<file path="src/rtl/alu_flags_pkg.sv">
package alu_flags_pkg;

    localparam int DATA_W = 32;
    localparam int LANE_W = 8;
    localparam int LANES  = DATA_W / LANE_W;

    typedef enum logic [2:0] {
        OP_ADD = 3'd0,
        OP_SUB = 3'd1,
        OP_INC = 3'd2,
        OP_DEC = 3'd3,
        OP_NEG = 3'd4,
        OP_CMP = 3'd5
    } alu_op_e;

    typedef enum logic [1:0] {
        SZ_BYTE = 2'd0,
        SZ_WORD = 2'd1,
        SZ_LONG = 2'd2
    } alu_size_e;

    typedef struct packed {
        logic c;
        logic z;
        logic s;
        logic o;
    } alu_flags_t;

    typedef struct packed {
        logic [DATA_W-1:0] a;
        logic [DATA_W-1:0] b;
        logic              cin;
    } adder_in_t;

    typedef struct packed {
        logic [DATA_W-1:0] sum;
        logic              cout;
        logic              a_msb;
        logic              b_msb;
        logic              s_msb;
    } adder_out_t;

    // Number of byte lanes covered by a size code
    function automatic int lanes_of(alu_size_e sz);
        case (sz)
            SZ_BYTE: return 1;
            SZ_WORD: return 2;
            default: return LANES;
        endcase
    endfunction

    function automatic logic [LANES-1:0] lane_mask(alu_size_e sz);
        logic [LANES-1:0] m;
        for (int i = 0; i < LANES; i++) m[i] = (i < lanes_of(sz));
        return m;
    endfunction

    function automatic logic [DATA_W-1:0] data_mask(alu_size_e sz);
        logic [LANES-1:0]  lm;
        logic [DATA_W-1:0] m;
        lm = lane_mask(sz);
        for (int i = 0; i < LANES; i++) m[i*LANE_W +: LANE_W] = {LANE_W{lm[i]}};
        return m;
    endfunction

    // Most significant bit inside the selected size
    function automatic logic top_bit(logic [DATA_W-1:0] v, alu_size_e sz);
        return v[lanes_of(sz)*LANE_W - 1];
    endfunction

endpackage

</file>
<file path="src/rtl/alu_operand_prep.sv">
module alu_operand_prep
    import alu_flags_pkg::*;
(
    input  alu_op_e           op_i,
    input  logic [DATA_W-1:0] mask_i,
    input  logic [DATA_W-1:0] src_a_i,
    input  logic [DATA_W-1:0] src_b_i,
    output adder_in_t         add_o
);
    logic [DATA_W-1:0] a_raw;
    logic [DATA_W-1:0] b_raw;
    logic              cin;

    always_comb begin
        a_raw = src_a_i;
        b_raw = src_b_i;
        cin   = 1'b0;
        case (op_i)
            OP_ADD: begin
                b_raw = src_b_i;
                cin   = 1'b0;
            end
            OP_SUB, OP_CMP: begin
                b_raw = ~src_b_i;
                cin   = 1'b1;
            end
            OP_INC: begin
                b_raw = '0;
                cin   = 1'b1;
            end
            OP_DEC: begin
                b_raw = '1;
                cin   = 1'b0;
            end
            OP_NEG: begin
                a_raw = '0;
                b_raw = ~src_a_i;
                cin   = 1'b1;
            end
            default: begin
                b_raw = src_b_i;
                cin   = 1'b0;
            end
        endcase
        add_o.a   = a_raw & mask_i;
        add_o.b   = b_raw & mask_i;
        add_o.cin = cin;
    end
endmodule

</file>
<file path="src/rtl/alu_adder.sv">
module alu_adder
    import alu_flags_pkg::*;
(
    input  adder_in_t         add_i,
    input  alu_size_e         size_i,
    output adder_out_t        add_o
);
    // Operands arrive masked to the size, so the bit just above the
    // size boundary of the wide sum is the boundary carry-out.
    logic [DATA_W:0] full;

    assign full = {1'b0, add_i.a} + {1'b0, add_i.b} + {{DATA_W{1'b0}}, add_i.cin};

    always_comb begin
        add_o.sum   = full[DATA_W-1:0];
        add_o.cout  = full[lanes_of(size_i)*LANE_W];
        add_o.a_msb = top_bit(add_i.a, size_i);
        add_o.b_msb = top_bit(add_i.b, size_i);
        add_o.s_msb = top_bit(full[DATA_W-1:0], size_i);
    end
endmodule

</file>
<file path="src/rtl/alu_flag_gen.sv">
module alu_flag_gen
    import alu_flags_pkg::*;
(
    input  alu_op_e           op_i,
    input  alu_flags_t        old_i,
    input  adder_out_t        add_i,
    input  logic [DATA_W-1:0] mask_i,
    input  logic [DATA_W-1:0] src_a_i,
    output logic [DATA_W-1:0] result_o,
    output alu_flags_t        flags_o
);
    logic src_zero;

    assign src_zero = ((src_a_i & mask_i) == '0);

    always_comb begin
        result_o  = add_i.sum & mask_i;
        flags_o.z = (result_o == '0);
        flags_o.s = add_i.s_msb;
        flags_o.o = (add_i.a_msb == add_i.b_msb) && (add_i.s_msb != add_i.a_msb);
        case (op_i)
            OP_ADD:          flags_o.c = add_i.cout;
            OP_SUB, OP_CMP:  flags_o.c = ~add_i.cout;
            OP_INC, OP_DEC:  flags_o.c = old_i.c;
            OP_NEG:          flags_o.c = ~src_zero;
            default:         flags_o.c = add_i.cout;
        endcase
    end
endmodule

</file>
<file path="src/rtl/int_alu_flags.sv">
module int_alu_flags
    import alu_flags_pkg::*;
(
    input  logic              clk,
    input  logic              rst,
    input  logic              start,
    input  logic [2:0]        op,
    input  logic [1:0]        size,
    input  logic [DATA_W-1:0] src_a,
    input  logic [DATA_W-1:0] src_b,
    output logic [DATA_W-1:0] result,
    output logic              wb_en,
    output logic [LANES-1:0]  wb_be,
    output logic              done,
    output logic              flag_c,
    output logic              flag_z,
    output logic              flag_s,
    output logic              flag_o
);
    alu_op_e           op_e;
    alu_size_e         sz_e;
    logic [DATA_W-1:0] mask;
    adder_in_t         add_in;
    adder_out_t        add_out;
    logic [DATA_W-1:0] res_next;
    alu_flags_t        flags_q;
    alu_flags_t        flags_next;
    logic              writes;

    assign op_e   = alu_op_e'(op);
    assign sz_e   = alu_size_e'(size);
    assign mask   = data_mask(sz_e);
    assign writes = (op_e != OP_CMP);

    alu_operand_prep u_prep (
        .op_i    (op_e),
        .mask_i  (mask),
        .src_a_i (src_a),
        .src_b_i (src_b),
        .add_o   (add_in)
    );

    alu_adder u_adder (
        .add_i  (add_in),
        .size_i (sz_e),
        .add_o  (add_out)
    );

    alu_flag_gen u_flags (
        .op_i     (op_e),
        .old_i    (flags_q),
        .add_i    (add_out),
        .mask_i   (mask),
        .src_a_i  (src_a),
        .result_o (res_next),
        .flags_o  (flags_next)
    );

    always_ff @(posedge clk) begin
        if (rst) begin
            flags_q <= '0;
            result  <= '0;
            wb_en   <= 1'b0;
            wb_be   <= '0;
            done    <= 1'b0;
        end else begin
            done  <= start;
            wb_en <= start && writes;
            if (start) begin
                flags_q <= flags_next;
                result  <= res_next;
                wb_be   <= writes ? lane_mask(sz_e) : '0;
            end else begin
                wb_be   <= '0;
            end
        end
    end

    assign flag_c = flags_q.c;
    assign flag_z = flags_q.z;
    assign flag_s = flags_q.s;
    assign flag_o = flags_q.o;
endmodule

</file>
<file path="config.mk">
export PLATFORM = sky130hd
export DESIGN_NAME = int_alu_flags
export DESIGN_NICKNAME = d
export VERILOG_FILES = /design/src/rtl/alu_flags_pkg.sv /design/src/rtl/alu_operand_prep.sv /design/src/rtl/alu_adder.sv /design/src/rtl/alu_flag_gen.sv /design/src/rtl/int_alu_flags.sv
export SDC_FILE = /design/constraint.sdc
export NUM_CORES = 1
export LEC_CHECK = 0
export ABC_AREA = 0
export BUFFER_PORTS_ARGS = -buffer_cell sky130_fd_sc_hd__clkbuf_2
export CAP_MARGIN = 10
export CORE_MARGIN = 3
export CORE_UTILIZATION = 58
export CTS_CLUSTER_DIAMETER = 30
export CTS_CLUSTER_SIZE = 8
export DETAILED_ROUTE_END_ITERATION = 12
export HOLD_SLACK_MARGIN = 0.1
export PLACE_DENSITY = 0.82
export SLEW_MARGIN = 40
export SYNTH_ARGS = -nofsm -noshare
export SYNTH_HDL_FRONTEND = slang
export SYNTH_SLANG_ARGS = --single-unit
</file>
<file path="constraint.sdc">
create_clock -name clk -period 9.5 [get_ports clk]
set_input_delay 1.9 -clock clk [delete_from_list [all_inputs] [get_ports clk]]
set_output_delay 1.9 -clock clk [all_outputs]
set_load 0.03 [all_outputs]
</file>
==> flow_summary.json <==
{
  "yosysTopAreaCellShare_pct": 16.5,
  "cts_max_level": 2,
  "synth-edff-count": 0,
  "crit_top_cell": "ha_1",
  "cts_tree": "yes",
  "synth.most_common_cell": "o21ai_0",
  "dp_slack_ps": 1980,
  "setup_viol": 0,
  "synthArstFlopShare_pct": 0,
  "drive_above_1_share_pct": 19.4,
  "die_x_um": 99.7,
  "fin_area_um2": 5670,
  "crit_path_max_fanout": 28,
  "p_leak_nw": 2.57,
  "vdd_ir_drop_max_mv": 0.0856,
  "postRouteAntennaNets": 0,
  "synthTopCellsByArea": "dfxtp_1 16%, ha_1 7.9%, o21ai_0 7.5%",
  "coreArea_um2": 8380,
  "routed_wl_um": 16200,
  "hold_path.class": "flop to flop",
  "clockPowerShare_pct": 16.0,
  "rr_endpoint": "flag_c",
  "hpwl_um": 12500,
  "fin_crit_sh_pct": 77.6,
  "syn_area_per_cell_um2": 7.08,
  "place_congestion": 0.947,
  "synthesis.area_um2": 5100,
  "grt_pass1_vias": 5279,
  "clkLatencyLatePin_ps": 300,
  "yosysTopAreaCell": "dfxtp_1",
  "dr.pass1.iters": 5,
  "hold-path-cell-count": 2,
  "cts-hold-fix-buffers": 0,
  "critPathBufInv": 3,
  "dpl_cell_area_um2": 5580,
  "whs_endpoint": "result[28]",
  "critical_path_required_ps": 9700,
  "tightestPinTransition_ps": 803,
  "crit_chain": "clkbuf_2, nor2_2, clkinv_1, ha_1, inv_1, and3_1, ha_1, and2_1, nand2_1, nor3_1, o2111ai_2, nand2_2, a31oi_4, xnor2_1, mux4_2, or3_1, a311oi_1",
  "initial_utilization_pct": 60.8,
  "dr_total_vias": 5937,
  "r2r_cells": 2,
  "initialDrtViolationCount": 567,
  "grt_pass1_wl_um": 26200,
  "grt_usage_pct": 31.7,
  "routed_via_density": 6.60,
  "cpMaxStageDelayCell": "ha_1",
  "max_stage_delay_ps": 1080,
  "wl_per_cell_um": 18.0,
  "numCtsBuffers": 5,
  "netSwitchingPower_mw": 0.370,
  "syn_inst": 720,
  "grt_overflow_total": 0,
  "combPwrFrac_pct": 57.9,
  "switching_share_pct": 47.3,
  "die-area_um2": 9950,
  "synth_ff_type": "dfxtp_1",
  "criticalPathCategory": "primary input to flop",
  "antenna_found_initial": 0,
  "postCtsResizedCells": 0,
  "numClockSinks": 42,
  "skew_ps": 0,
  "root_buffer": "clkbuf_8",
  "netlist-cell-type-count": 80,
  "p_per_area_nw_per_um2": 138,
  "r2r-start": "flag_c",
  "syn_to_final_growth_pct": 11.3,
  "n_antenna_cell": 0,
  "crit_arrival_ps": 7570,
  "cts.path.max_buffers": 2,
  "ys_seq_elements": 42,
  "rsz0062_at_grt": "false",
  "hold_violations": 0,
  "crit_path_end_kind": "flop",
  "synth-seq-area-share_pct": 16.5,
  "status": "finished, final reports clean",
  "ios": 114,
  "grt_max_degree": 64,
  "worst_slack_ps": 2130,
  "yosys_warnings": 0,
  "post-route-drc-count": 0,
  "max_cap_viol_count": 0,
  "fmax_mhz": 136,
  "reg2reg_setup_slack_ps": 8670,
  "ys_top_cells_by_count": "76 x o21ai_0, 72 x nor2_1, 68 x nand2_1",
  "fin_nets": 899,
  "hold_start": "result[28]",
  "fin_tns_setup_ps": 0,
  "cpLargestDelayFamily": "simple AND/OR/NAND/NOR gates",
  "drv_slew": 0,
  "worst_setup_path_start_kind": "primary input",
  "cts_setup_buffers": 0,
  "max_slew_margin_pct": 46.5,
  "die_h_um": 99.7,
  "power.internal_mw": 0.412,
  "syn_nets": 826,
  "portBuffers": 113,
  "clkTransAtPathRegs_ps": 90,
  "rows": 33,
  "min_period_ps": 7370,
  "utilization_pct": 67.7,
  "seq_power_share_pct": 26.1
}
[per-layer routing]
metal  share of wire, %  global-route usage, %  wire (um)
met5                  0                      0          0
met4               0.57                   4.31         93
met3                 10                   2.45       1620
met2                 43                   49.2       6900
met1                 47                   48.7       7590
[state kept, by name (all words and copies together) (netlist names)]
signal,cells
flag_c,1
result,32
flag_o,1
flag_s,1
done,1
wb_en,1
flag_z,1
wb_be,4
[cell type report]
class                           instances  area, um2
Inverter                               11       41.3
Tap cell                              105        131
Clock inverter                          3       23.8
Clock buffer                            5       68.8
Sequential cell                        42        841
Timing Repair Buffer                  118        603
Multi-Input combinational cell        615       3960
Fill cell                             777       2710
[tightest hold or removal path, stage by stage, from the launching register on]
cell and delay (ps):
dfxtp_1 320, nand2_1 60, a21oi_1 50
[per-stage QoR]
stage | hold slack (ps) | std cells | power, mW
3_5_place_dp | 456 | 891 | 0.646
3_3_place_gp | 450 | 891 | 0.637
4_1_cts | 470 | 899 | 0.770
5_1_grt | 503 | 899 | 0.830
6_report | 470 | 899 | 0.782
2_1_floorplan | 588 | 720 | 0.533
[kinds of logic (layout without fill, tap and decap cells)]
kind of cell,Yosys count,in the layout,share of synthesized area [%]
buffers and inverters,63,137,5.87
DFF,42,42,16.5
adders and majority gates,34,34,8.64
and+or+nand+nor,271,271,26.3
AOI/OAI and AO/OA,272,272,35.5
xor gates and xnor gates,20,20,3.44
muxes,18,18,3.83
[layout by cell type (no fill, tap or decap), types with 3 or more instances in the layout]
cell type / count
a21oi_1: 57
a31oi_1: 8
xor2_1: 8
o21ai_0: 76
a22o_1: 7
a211oi_1: 25
o31ai_1: 3
nand4_1: 8
nor2b_1: 9
a2111oi_0: 9
clkbuf_8: 5
dfxtp_1: 42
nand2_1: 68
and3_1: 26
or3_1: 5
o21a_1: 4
inv_1: 9
nor2_1: 71
xnor2_1: 12
o211ai_1: 3
a21o_1: 19
o21bai_1: 3
o2111ai_1: 4
mux2i_1: 15
and2_1: 15
ha_1: 32
buf_4: 5
nand2b_1: 9
nor4_1: 10
nor3_1: 15
nor3b_1: 3
nand3_1: 16
a22oi_1: 25
clkbuf_2: 113
[worst max path at each step]
stage                     startpoint  endpoint  slack (ps)  cells after the start
after floorplan              size[1]    flag_o        3330                     18
after global placement       size[1]    flag_o        2120                     17
after detailed placement     size[1]    flag_o        1980                     17
after CTS                    size[1]    flag_o        2240                     17
after global routing         size[1]    flag_o        1730                     17
final                        size[1]    flag_o        2130                     17
[power by group through the flow]
stage          Sequential [mW]  Combinational [mW]  Clock [mW]
2_1_floorplan            0.243               0.290           0
3_3_place_gp             0.207               0.430           0
3_5_place_dp             0.208               0.439           0
4_1_cts                  0.204               0.441       0.125
5_1_grt                  0.206               0.491       0.133
6_report                 0.204               0.452       0.125
Note: power is estimated with default switching activity, not from simulation.
